### config.mk
export PLATFORM = sky130hd
export DESIGN_NAME = ir_carrier_demod
export DESIGN_NICKNAME = d
export VERILOG_FILES = /design/src/rtl/ir_demod_pkg.sv /design/src/rtl/ir_demod_datapath.sv /design/src/rtl/ir_demod_control.sv /design/src/rtl/ir_carrier_demod.sv
export SDC_FILE = /design/constraint.sdc
export NUM_CORES = 1
export LEC_CHECK = 0
export BUFFER_PORTS_ARGS = -buffer_cell sky130_fd_sc_hd__buf_4
export CAP_MARGIN = 10
export CORE_MARGIN = 2
export CORE_UTILIZATION = 64
export CTS_CLUSTER_SIZE = 24
export DETAILED_ROUTE_END_ITERATION = 12
export PLACE_DENSITY = 0.8
export SLEW_MARGIN = 20
export SYNTH_ARGS = -nofsm -noshare
export SYNTH_HDL_FRONTEND = slang
export SYNTH_HIERARCHICAL = 1
export SYNTH_SLANG_ARGS = --single-unit
### constraint.sdc
create_clock -name clk -period 8.5 [get_ports clk]
set_clock_uncertainty 0.15 [all_clocks]
set_input_delay 0.85 -clock clk [delete_from_list [all_inputs] [get_ports clk]]
set_output_delay 0.85 -clock clk [all_outputs]
set_load 0.005 [all_outputs]
### src/rtl/ir_demod_pkg.sv
package ir_demod_pkg;
  // strobes passed from the datapath to the control each clock
  typedef struct packed {
    logic tick;        // sample tick for the selected band
    logic sample;      // current tick-sampled input level
    logic accepted;    // rising edge closing an in-window cycle
    logic rejected;    // rising edge closing an out-of-window cycle
    logic gapExpired;  // 2 * P ticks since the last accepted edge
  } dpStrobe_t;
endpackage

### src/rtl/ir_demod_datapath.sv
module ir_demod_datapath
  import ir_demod_pkg::*;
#(
  parameter int PW = 12,
  parameter int LOW_DIV = 4,
  parameter int DEF_PERIOD = 20
) (
  input  logic          clk,
  input  logic          rst_n,
  input  logic          irIn,
  input  logic [PW-1:0] centerPeriod,
  input  logic [2:0]    rangeSel,
  input  logic          highBand,
  input  logic          rxEn,
  output dpStrobe_t     strobes
);
  localparam int DIVW = (LOW_DIV > 1) ? $clog2(LOW_DIV) : 1;
  localparam logic [PW-1:0] PMAX = {PW{1'b1}};
  localparam logic [PW:0]   GMAX = {(PW+1){1'b1}};

  logic [PW-1:0] cfgPeriod;
  logic [2:0]    cfgRange;
  logic          cfgHigh;
  logic [1:0]    syncQ;
  logic [DIVW-1:0] divCnt;
  logic          tick, irSmp, rise, inWin;
  logic [PW-1:0] periodCnt;
  logic [PW:0]   gapCnt, measured, winLo, winHi, gapLimit;
  logic [PW+2:0] prod;
  logic [PW-2:0] tol;

  // configuration capture, only while the receiver is off
  always_ff @(posedge clk or negedge rst_n) begin
    if (!rst_n) begin
      cfgPeriod <= PW'(DEF_PERIOD);
      cfgRange  <= 3'd1;
      cfgHigh   <= 1'b1;
    end else if (!rxEn) begin
      cfgPeriod <= centerPeriod;
      cfgRange  <= rangeSel;
      cfgHigh   <= highBand;
    end
  end

  always_ff @(posedge clk or negedge rst_n) begin
    if (!rst_n) syncQ <= 2'b00;
    else        syncQ <= {syncQ[0], irIn};
  end

  // band prescaler
  always_ff @(posedge clk or negedge rst_n) begin
    if (!rst_n)                            divCnt <= '0;
    else if (cfgHigh)                      divCnt <= '0;
    else if (divCnt == DIVW'(LOW_DIV - 1)) divCnt <= '0;
    else                                   divCnt <= divCnt + 1'b1;
  end
  assign tick = cfgHigh | (divCnt == DIVW'(LOW_DIV - 1));

  always_ff @(posedge clk or negedge rst_n) begin
    if (!rst_n)     irSmp <= 1'b0;
    else if (!rxEn) irSmp <= 1'b0;
    else if (tick)  irSmp <= syncQ[1];
  end
  assign rise = rxEn & tick & syncQ[1] & ~irSmp;

  // period measurement between rising edges, saturating
  always_ff @(posedge clk or negedge rst_n) begin
    if (!rst_n)                 periodCnt <= PMAX;
    else if (!rxEn)             periodCnt <= PMAX;
    else if (tick) begin
      if (rise)                 periodCnt <= '0;
      else if (periodCnt != PMAX) periodCnt <= periodCnt + 1'b1;
    end
  end

  // tolerance window
  assign prod     = cfgPeriod * cfgRange;
  assign tol      = prod[PW+2:4];
  assign measured = {1'b0, periodCnt} + (PW+1)'(1);
  assign winLo    = {1'b0, cfgPeriod} - {2'b00, tol};
  assign winHi    = {1'b0, cfgPeriod} + {2'b00, tol};
  assign inWin    = (measured >= winLo) && (measured <= winHi);

  // ticks since the last accepted edge
  assign gapLimit = {cfgPeriod, 1'b0};
  always_ff @(posedge clk or negedge rst_n) begin
    if (!rst_n)                  gapCnt <= GMAX;
    else if (!rxEn)              gapCnt <= GMAX;
    else if (tick) begin
      if (strobes.accepted)      gapCnt <= '0;
      else if (gapCnt != GMAX)   gapCnt <= gapCnt + 1'b1;
    end
  end

  always_comb begin
    strobes.tick       = tick;
    strobes.sample     = irSmp;
    strobes.accepted   = rise & inWin;
    strobes.rejected   = rise & ~inWin;
    strobes.gapExpired = tick & (gapCnt >= gapLimit);
  end
endmodule

### src/rtl/ir_demod_control.sv
module ir_demod_control
  import ir_demod_pkg::*;
#(
  parameter int IDLE_TICKS = 256
) (
  input  logic      clk,
  input  logic      rst_n,
  input  logic      rxEn,
  input  logic      demodEn,
  input  dpStrobe_t strobes,
  output logic      envelope,
  output logic      active
);
  localparam int IW = (IDLE_TICKS > 1) ? $clog2(IDLE_TICKS) : 1;

  logic [1:0]    streak, streakNext;
  logic          envNext;
  logic [IW-1:0] idleCnt;

  always_comb begin
    envNext    = envelope;
    streakNext = streak;
    if (!rxEn) begin
      envNext    = 1'b0;
      streakNext = '0;
    end else if (!demodEn) begin
      envNext    = strobes.sample;
      streakNext = '0;
    end else if (strobes.accepted) begin
      streakNext = (streak == 2'd2) ? 2'd2 : streak + 1'b1;
      if (streakNext == 2'd2) envNext = 1'b1;
    end else if (strobes.rejected) begin
      streakNext = '0;
      if (strobes.gapExpired) envNext = 1'b0;
    end else if (strobes.gapExpired) begin
      streakNext = '0;
      envNext    = 1'b0;
    end
  end

  always_ff @(posedge clk or negedge rst_n) begin
    if (!rst_n) begin
      envelope <= 1'b0;
      streak   <= '0;
    end else begin
      envelope <= envNext;
      streak   <= streakNext;
    end
  end

  always_ff @(posedge clk or negedge rst_n) begin
    if (!rst_n) begin
      active  <= 1'b0;
      idleCnt <= '0;
    end else if (!rxEn) begin
      active  <= 1'b0;
      idleCnt <= '0;
    end else if (envNext) begin
      active  <= 1'b1;
      idleCnt <= '0;
    end else if (strobes.tick && active) begin
      if (idleCnt == IW'(IDLE_TICKS - 1)) begin
        active  <= 1'b0;
        idleCnt <= '0;
      end else begin
        idleCnt <= idleCnt + 1'b1;
      end
    end
  end
endmodule

### src/rtl/ir_carrier_demod.sv
module ir_carrier_demod
  import ir_demod_pkg::*;
#(
  parameter int PW = 12,
  parameter int LOW_DIV = 4,
  parameter int DEF_PERIOD = 20,
  parameter int IDLE_TICKS = 256
) (
  input  logic          clk,
  input  logic          rst_n,
  input  logic          irIn,
  input  logic [PW-1:0] centerPeriod,
  input  logic [2:0]    rangeSel,
  input  logic          highBand,
  input  logic          demodEn,
  input  logic          rxEn,
  output logic          envelope,
  output logic          active
);
  dpStrobe_t strobes;

  ir_demod_datapath #(.PW(PW), .LOW_DIV(LOW_DIV), .DEF_PERIOD(DEF_PERIOD)) u_dp (
    .clk(clk), .rst_n(rst_n), .irIn(irIn), .centerPeriod(centerPeriod),
    .rangeSel(rangeSel), .highBand(highBand), .rxEn(rxEn), .strobes(strobes)
  );

  ir_demod_control #(.IDLE_TICKS(IDLE_TICKS)) u_ctl (
    .clk(clk), .rst_n(rst_n), .rxEn(rxEn), .demodEn(demodEn),
    .strobes(strobes), .envelope(envelope), .active(active)
  );
endmodule

==> results of run 1 <==
-- final cells by class --
cell class | count | area share
timing repair buffer | 23 | 0.0281
clock buffer | 12 | 0.0252
inverter | 59 | 0.0364
multi-input combinational | 529 | 0.634
clock inverter | 4 | 0.0120
tap | 108 | 0.0220
sequential | 58 | 0.242
-- stage by stage --
stage          setup WS (ps)  area, um^2  total power, uW   util
2_1_floorplan           1820        5730             1600      -
3_3_place_gp            1370        5920             1830  0.678
3_5_place_dp            1130        5920             1910  0.678
4_1_cts                 1090        6140             2220  0.705
5_1_grt                  540        6140             2460  0.705
6_report                1060        6140             2220  0.705
-- layer usage --
| metal | share of wire | vias up | wire length, um |
|---|---|---|---|
| met4 | 0.018 | 0 | 223 |
| met5 | 0 | - | 0 |
| li1 | - | 2382 | - |
| met1 | 0.45 | 2346 | 5620 |
| met2 | 0.49 | 107 | 6170 |
| met3 | 0.039 | 26 | 482 |
-- kinds of logic (layout without fill, tap and decap cells) --
group | count (synthesis) | after routing | share of synthesized area
adders and majority gates | 91 | 91 | 0.214
buffers and inverters | 84 | 98 | 0.0609
and+or+nand+nor | 228 | 228 | 0.197
xor gates and xnor gates | 39 | 39 | 0.0596
AOI/OAI and AO/OA | 155 | 155 | 0.178
DFF | 58 | 58 | 0.260
muxes | 16 | 16 | 0.0314
-- where the power goes --
part	switching (uW)	leakage, uW	internal, uW
sequential	83.0	0.000675	362
combinational	835	0.00211	646
clock	118	0.000117	181
total	1040	0.00290	1190
-- Yosys cell counts (all sizes together) (11+ instances only) --
library cell,instances,share of area
nand4,12,0.013
nor3,11,0.0096
xnor2,25,0.038
nand3,18,0.016
ha,79,0.17
and2,14,0.015
nand2,70,0.046
clkbuf,14,0.0094
nor2,51,0.033
inv,58,0.038
dfstp,29,0.13
buf,11,0.012
fa,12,0.042
mux2,16,0.031
xor2,14,0.021
a21oi,49,0.044
dfrtp,29,0.13
o21ai,31,0.027
-- worst register-to-register path: cells and delay by family (launching register included) --
| family | cells | cell delay (ps) |
|---|---|---|
| DFF | 1 | 620 |
| xor gates and xnor gates | 2 | 310 |
| and+or+nand+nor | 11 | 2540 |
| buffers and inverters | 2 | 330 |
| adders and majority gates | 4 | 1470 |
| AOI/OAI and AO/OA | 10 | 1910 |
-- registers in the layout, summed over array words and instances, names as in the netlist, 2 cells and up --
register        cells
u_dp/gapCnt        13
u_dp/cfgPeriod     12
u_dp/periodCnt     12
u_ctl/idleCnt       8
u_dp/cfgRange       3
u_ctl/streak        2
u_dp/divCnt         2
u_dp/syncQ          2
-- worst paths after layout --
path                       cells past startpoint              from  slack, ps                  to
max                                           29  u_dp/cfgRange[0]       1060    u_ctl/idleCnt[4]
min                                            0     u_dp/syncQ[0]        210       u_dp/syncQ[1]
max reg2reg                                   29  u_dp/cfgRange[0]       1060    u_ctl/idleCnt[4]
min reg2reg                                    0     u_dp/syncQ[0]        210       u_dp/syncQ[1]
max in group asynchronous                      1             rst_n       7300          u_dp/irSmp
min in group asynchronous                      1             rst_n        390  u_dp/cfgPeriod[10]
==> flow_metrics.py, run 1 <==
metrics = {
    "status": {
        "outcome": "completed",
    },
    "cells_and_area": {
        "final_cell_mix": "ha_1 (79), nand2_1 (69), inv_1 (56), nor2_1 (50), a21oi_1 (47)",
        "multiInputGateArea_um2": 3900,
        "layout.nets": 792,
        "instances_no_fill": 793,
        "mostFrequentLayoutCell": "ha_1",
        "area_growth_pct": 7.23,
        "drive_above_1_share": 0.143,
        "nFillCells": 703,
        "antenna_cells": 0,
        "seq_area_um2": 1490,
    },
    "timing": {
        "setup_viol": 0,
        "fmax_ghz": 0.134,
        "whs_ps": 209,
        "maxSlewViolCount": 0,
        "min_period_over_period": 0.876,
        "finalHoldViolations": 0,
        "fin_crit_ps": 7440,
        "timing.slew.headroom": 0.413,
        "grt_setup_unrepaired": "no",
        "tightest_slew_ps": 873,
        "fin_tns_setup_ps": 0,
    },
    "route": {
        "drt_iter0_markers": 285,
        "ant_nets": 0,
        "vias_per_cell": 6.13,
        "vias": 4861,
        "first_pass_iters": 5,
        "routed_wl_mm": 12.5,
        "wl_per_cell_um": 15.8,
        "drc": 0,
    },
    "global_route": {
        "antenna_found_initial": 0,
        "gr-usage-met2": 0.467,
        "grt_pass1_vias": 4807,
        "busiest_layer": "met2",
        "use_met3": 0.0454,
        "grt_overflow": 0,
        "track_usage": 0.270,
        "grt_use_met1": 0.346,
        "grt_pass1_wl_mm": 21.6,
        "grt_max_degree": 59,
    },
    "cts": {
        "ctsLongestPathBuffers": 2,
        "hold_buffers": 0,
        "root_buffer": "clkbuf_8",
        "clk_pin_slew_ps": 70,
        "clk_latency_ps": 340,
        "cts.sinks": 58,
        "ctsResizeCount": 0,
        "cts_tree": "built",
        "cts_buffers": 9,
        "htreeDepth": 3,
        "postCtsSetupBuffers": 0,
    },
    "placed_design": {
        "port_buffers": 22,
        "dp.cells": 777,
        "gp_congestion": 0.888,
        "dp_hpwl_mm": 9.37,
    },
    "synth": {
        "ys_ff_latch": 58,
        "synthArstFlopShare": 1.00,
        "avgSynthCellArea_um2": 8.54,
        "yosysSeqAreaShare": 0.260,
        "synth_edf_count": 0,
        "synth-main-ff-cell": "dfstp_2",
        "ys_warn_count": 6,
        "synthDistinctLibCells": 68,
        "syn_inst": 671,
        "synth_area_um2": 5730,
        "synth_nets": 783,
    },
    "pwr": {
        "p_leak_uw": 0.00290,
        "power.density_nw_per_um2": 362,
        "vdd_drop_max_uv": 219,
    },
    "floorplan": {
        "rows": 34,
        "core_area_um2": 8720,
        "num_io_pins": 23,
        "initial_core_util": 0.657,
        "chipWidth_um": 98.6,
        "die_area_um2": 9730,
        "die_h_um": 98.6,
    },
    "setup_path": {
        "worst_ep_required_time_ps": 8580,
        "cp_data_arrival_time_ps": 7520,
        "crit_type": "reg -> reg",
        "endpoint_kind": "flop",
        "critPathTopFamily": "simple AND/OR/NAND/NOR gates",
        "crit_path_top_delay_cell": "dfstp_2",
        "crit_fanout": 14,
        "crit_buf_inv": 2,
        "cp_slowest_stage_delay_ps": 620,
        "start_kind": "flop",
    },
    "min_path": {
        "worstHoldPathType": "reg -> reg",
    },
    "flow_run": {
        "maxCapViolations": 0,
    },
}
Power figures use the tool's default switching activity.
==> inputs of run 2 (changes only) <==
--- a/config.mk
+++ b/config.mk
@@ -7,6 +7,7 @@
 export LEC_CHECK = 0
 export BUFFER_PORTS_ARGS = -buffer_cell sky130_fd_sc_hd__buf_4
 export CAP_MARGIN = 10
+export CORE_ASPECT_RATIO = 0.5
 export CORE_MARGIN = 2
 export CORE_UTILIZATION = 64
 export CTS_CLUSTER_SIZE = 24
==> constraint.sdc (replaced) <==
create_clock -name clk -period 7.3 [get_ports clk]
set_clock_uncertainty 0.15 [all_clocks]
set_input_delay 0.73 -clock clk [delete_from_list [all_inputs] [get_ports clk]]
set_output_delay 0.73 -clock clk [all_outputs]
set_load 0.005 [all_outputs]
==> flow_metrics.py, run 2 (same netlist as run 1, synthesis figures left out) <==
metrics = {
    "cts": {
        "htreeDepth": 3,
        "ctsLongestPathBuffers": 2,
        "hold_buffers": 0,
        "postCtsSetupBuffers": 0,
        "clk_latency_ps": 330,
        "cts.sinks": 58,
        "cts_tree": "built",
        "cts_buffers": 9,
        "root_buffer": "clkbuf_16",
        "clk_pin_slew_ps": 60,
    },
    "floorplan": {
        "die_area_um2": 9770,
        "rows": 24,
        "num_io_pins": 23,
        "core_area_um2": 8710,
        "chipWidth_um": 138,
        "die_h_um": 70.9,
        "initial_core_util": 0.658,
    },
    "global_route": {
        "grt_pass1_vias": 4800,
        "track_usage": 0.299,
        "grt_overflow": 0,
        "antenna_found_initial": 0,
        "grt_pass1_wl_mm": 22.9,
        "grt_max_degree": 59,
    },
    "flow_run": {
        "maxCapViolations": 0,
    },
    "placed_design": {
        "dp_hpwl_mm": 9.85,
        "gp_congestion": 0.899,
        "port_buffers": 22,
        "dp.cells": 790,
        "placed_area_um2": 5960,
    },
    "cells_and_area": {
        "instances_no_fill": 806,
        "area_growth_pct": 10.5,
        "seq_area_um2": 1490,
        "largest_reg_flops": 13,
        "multiInputGateArea_um2": 3970,
        "reg.largest.list": "u_dp/gapCnt x13, u_dp/cfgPeriod x12, u_dp/periodCnt x12",
        "drive_above_1_share": 0.168,
        "mostFrequentLayoutCell": "ha_1",
        "top_register": "u_dp/gapCnt",
        "nFillCells": 640,
        "final_cell_mix": "ha_1 (77), nand2_1 (69), inv_1 (56), nor2_1 (49), a21oi_1 (45)",
        "antenna_cells": 0,
        "layout.nets": 796,
        "postLayoutCellArea_um2": 6330,
    },
    "setup_path": {
        "cp_data_arrival_time_ps": 7060,
        "start_kind": "flop",
        "reg2regPathDepth": 28,
        "endpoint_kind": "flop",
        "crit_path_top_delay_cell": "dfstp_2",
        "crit_top_cell": "ha_1",
        "cp_slowest_stage_delay_ps": 620,
        "crit_type": "reg -> reg",
        "crit_fanout": 14,
        "worst_ep_required_time_ps": 7350,
    },
    "route": {
        "vias_per_cell": 6.12,
        "drc": 0,
        "ant_nets": 0,
        "routed_wl_mm": 13.5,
        "wl_per_cell_um": 16.8,
        "drt_iter0_markers": 442,
        "first_pass_iters": 5,
        "vias": 4934,
    },
    "timing": {
        "min_period_over_period": 0.960,
        "grt_setup_unrepaired": "no",
        "whs_ps": 203,
        "fin_tns_setup_ps": 0,
        "timing.slew.headroom": 0.381,
        "tightest_slew_ps": 922,
        "setup_viol": 0,
        "maxSlewViolCount": 0,
        "fmax_ghz": 0.143,
        "fin_crit_ps": 7010,
        "finalHoldViolations": 0,
    },
    "min_path": {
        "worstHoldPathType": "reg -> reg",
        "holdPathStages": 0,
    },
    "status": {
        "outcome": "completed",
    },
    "pwr": {
        "power.density_nw_per_um2": 433,
        "p_sw_uw": 1270,
        "internal_power_uw": 1470,
        "clock_power_share": 0.153,
        "vdd_drop_max_uv": 179,
        "p_leak_uw": 0.00297,
        "pwr-share-comb": 0.657,
        "sw_frac_of_total": 0.464,
        "seqPwrFrac": 0.190,
    },
}
-- run 2: cell count changes in the layout (fill, tap and decap cells not counted), sizes merged --
cell	before	now
buf	23	27
bufinv	2	1
clkbuf	12	9
clkinvlp	0	2
inv	58	60
-- run 2: repair_timing --
action / 4_1_cts / 5_1_grt
endpoints found under the hold margin: 0 / 0
gates resized for setup: 0 / 14
endpoints found under the setup margin: 0 / 24
-- run 2: path summary, 6_finish.rpt --
kind | start | end | slack, ps
hold reg to reg | u_dp/syncQ[0] | u_dp/syncQ[1] | 200
setup reg to reg | u_dp/cfgRange[0] | u_ctl/idleCnt[3] | 290
max in group asynchronous | rst_n | u_dp/cfgRange[2] | 6180
setup / recovery | u_dp/cfgRange[0] | u_ctl/idleCnt[3] | 290
min in group asynchronous | rst_n | u_dp/divCnt[1] | 300
hold / removal | u_dp/syncQ[0] | u_dp/syncQ[1] | 200
-- run 2: stage by stage --
stage | power (uW) | worst slack [ps] | util
2_1_floorplan | 1860 | 625 | -
3_3_place_gp | 2190 | 387 | 0.684
3_5_place_dp | 2240 | 219 | 0.684
4_1_cts | 2690 | 182 | 0.719
5_1_grt | 3010 | 6.13 | 0.727
6_report | 2740 | 290 | 0.727
-- run 2: power groups by stage --
stage	registers [uW]	clock network (uW)	logic, uW
2_1_floorplan	484	0	1380
3_3_place_gp	515	0	1670
3_5_place_dp	520	0	1720
4_1_cts	516	426	1740
5_1_grt	530	443	2040
6_report	520	420	1800
-- run 2: cell type report --
class                      count  share of cell area
tap                          117              0.0231
inverter                      59              0.0354
sequential                    58               0.235
clock buffer                   9              0.0356
multi-input combinational    529               0.627
timing repair buffer          27              0.0320
clock inverter                 7              0.0121
-- run 2: critical path: cells and delay by family, from the launching register on --
family	cells	cell delay [ps]
compound gates	9	1420
xor+xnor	1	200
fa+ha+maj	4	1280
buf+inv	3	420
flops	1	620
simple gates	11	2780
-- run 2: layer usage --
layer	global-route usage	wire length [um]	vias up
met2	0.476	6140	147
met4	0.0748	121	0
met1	0.428	6490	2383
li1	-	-	2390
met3	0.0516	771	14
met5	0	0	-
==> inputs of run 3 (changes only) <==
--- a/config.mk
+++ b/config.mk
@@ -8,7 +8,7 @@
 export BUFFER_PORTS_ARGS = -buffer_cell sky130_fd_sc_hd__buf_4
 export CAP_MARGIN = 10
 export CORE_ASPECT_RATIO = 0.5
-export CORE_MARGIN = 2
+export CORE_MARGIN = 4
 export CORE_UTILIZATION = 64
 export CTS_CLUSTER_SIZE = 24
 export DETAILED_ROUTE_END_ITERATION = 12
==> flow_metrics.py, run 3 (same netlist as run 1, synthesis figures left out) <==
metrics = {
    "setup_path": {
        "reg2reg_from": "u_dp/cfgRange[0]",
        "worst_ep_required_time_ps": 7350,
        "cp_slowest_stage_delay_ps": 620,
        "crit_type": "reg -> reg",
        "crit_path_top_delay_cell": "dfstp_2",
        "cp_data_arrival_time_ps": 7020,
        "crit_start": "u_dp/cfgRange[0]",
        "start_kind": "flop",
        "crit_fanout": 8,
        "reg2regPathDepth": 28,
        "endpoint_kind": "flop",
    },
    "route": {
        "vias": 4977,
        "drt_iter0_markers": 463,
        "wl_per_cell_um": 16.9,
        "drc": 0,
        "vias_per_cell": 6.17,
        "ant_nets": 0,
        "first_pass_iters": 5,
        "routed_wl_mm": 13.7,
    },
    "timing": {
        "fmax_ghz": 0.143,
        "min_period_over_period": 0.955,
        "fin_crit_ps": 6970,
        "maxSlewViolCount": 0,
        "tightest_slew_ps": 933,
        "finalHoldViolations": 0,
        "timing.slew.headroom": 0.373,
        "setup_viol": 0,
    },
    "floorplan": {
        "die_area_um2": 10600,
        "die_h_um": 74.9,
        "num_io_pins": 23,
        "initial_core_util": 0.658,
        "rows": 24,
        "core_area_um2": 8710,
        "chipWidth_um": 142,
    },
    "pwr": {
        "power.density_nw_per_um2": 443,
        "p_leak_uw": 0.00300,
        "finalPower_uw": 2840,
        "vdd_drop_max_uv": 200,
    },
    "cts": {
        "hold_buffers": 0,
        "clk_latency_ps": 330,
        "htreeDepth": 3,
        "cts.sinks": 58,
        "clk_pin_slew_ps": 60,
        "cts_buffers": 9,
        "cts_tree": "built",
        "ctsLongestPathBuffers": 2,
        "root_buffer": "clkbuf_16",
    },
    "min_path": {
        "worstHoldPathType": "reg -> reg",
        "holdPathStages": 0,
        "worst_hold_startpoint": "u_dp/syncQ[0]",
    },
    "cells_and_area": {
        "top_register": "u_dp/gapCnt",
        "antenna_cells": 0,
        "area_growth_pct": 11.7,
        "postLayoutCellArea_um2": 6400,
        "final_cell_mix": "ha_1 (76), nand2_1 (69), inv_1 (56), nor2_1 (50), a21oi_1 (46)",
        "drive_above_1_share": 0.171,
        "largest_reg_flops": 13,
        "mostFrequentLayoutCell": "ha_1",
        "final_util": 0.735,
        "nFillCells": 655,
        "reg.largest.list": "u_dp/gapCnt x13, u_dp/cfgPeriod x12, u_dp/periodCnt x12",
        "layout.nets": 797,
    },
    "placed_design": {
        "gp_congestion": 0.928,
        "placed_area_um2": 5950,
        "dp_hpwl_mm": 10.1,
        "port_buffers": 22,
    },
    "global_route": {
        "grt_max_degree": 59,
        "grt_overflow": 0,
        "grt_pass1_wl_mm": 22.8,
        "antenna_found_initial": 0,
        "track_usage": 0.268,
        "grt_pass1_vias": 4693,
    },
    "flow_run": {
        "maxCapViolations": 0,
    },
    "status": {
        "outcome": "completed",
    },
}
run 3: worst max-delay path: cells and delay by family, from the launching register on:
kind / cells / cell delay (ps)
AND/OR/NAND/NOR: 11 / 2660
XOR/XNOR: 1 / 250
AO/OA/AOI/OAI: 9 / 1420
adder cells (fa/ha/maj): 4 / 1400
buffers and inverters: 3 / 360
flip-flops: 1 / 620
run 3: report_power, final:
group          leakage, uW  internal, uW  switching (uW)
combinational      0.00216           786            1030
sequential        0.000673           422            99.7
clock             0.000171           337             158
total              0.00300          1550            1290
run 3: final cells by class:
class	instances	area, um^2	share of cell area
Clock buffer	9	225	0.0352
Clock inverter	7	125	0.0196
Inverter	59	224	0.0350
Multi-Input combinational cell	529	3980	0.622
Sequential cell	58	1490	0.233
Tap cell	117	146	0.0229
Timing Repair Buffer	28	210	0.0328
run 3: worst paths after layout:
check                                    end  slack [ps]
max                         u_ctl/idleCnt[3]         330
min                            u_dp/syncQ[1]         200
max reg2reg                 u_ctl/idleCnt[3]         330
min reg2reg                    u_dp/syncQ[1]         200
max in group asynchronous   u_dp/cfgRange[1]        6160
min in group asynchronous  u_dp/cfgPeriod[9]         300
run 3: metal layers:
layer	vias to the layer above	wire [um]	GRT usage
li1	2393	-	-
met1	2409	6490	0.373
met3	16	741	0.0470
met4	0	138	0.0617
met2	159	6300	0.445
met5	-	0	0
run 3: repair_timing:
action / in CTS / in global routing
endpoints found under the setup margin: 0 / 24
resized for setup: 0 / 16
buffers inserted: 0 / 2
run 3: per-stage QoR:
step	hold WS (ps)	TNS, ps	setup slack [ps]	instances
floorplan	181	0	625	671
CTS	203	0	170	805
global placement	182	0	369	789
global route	216	-677	-97.9	807
detailed placement	190	0	191	789
finish	202	0	329	807
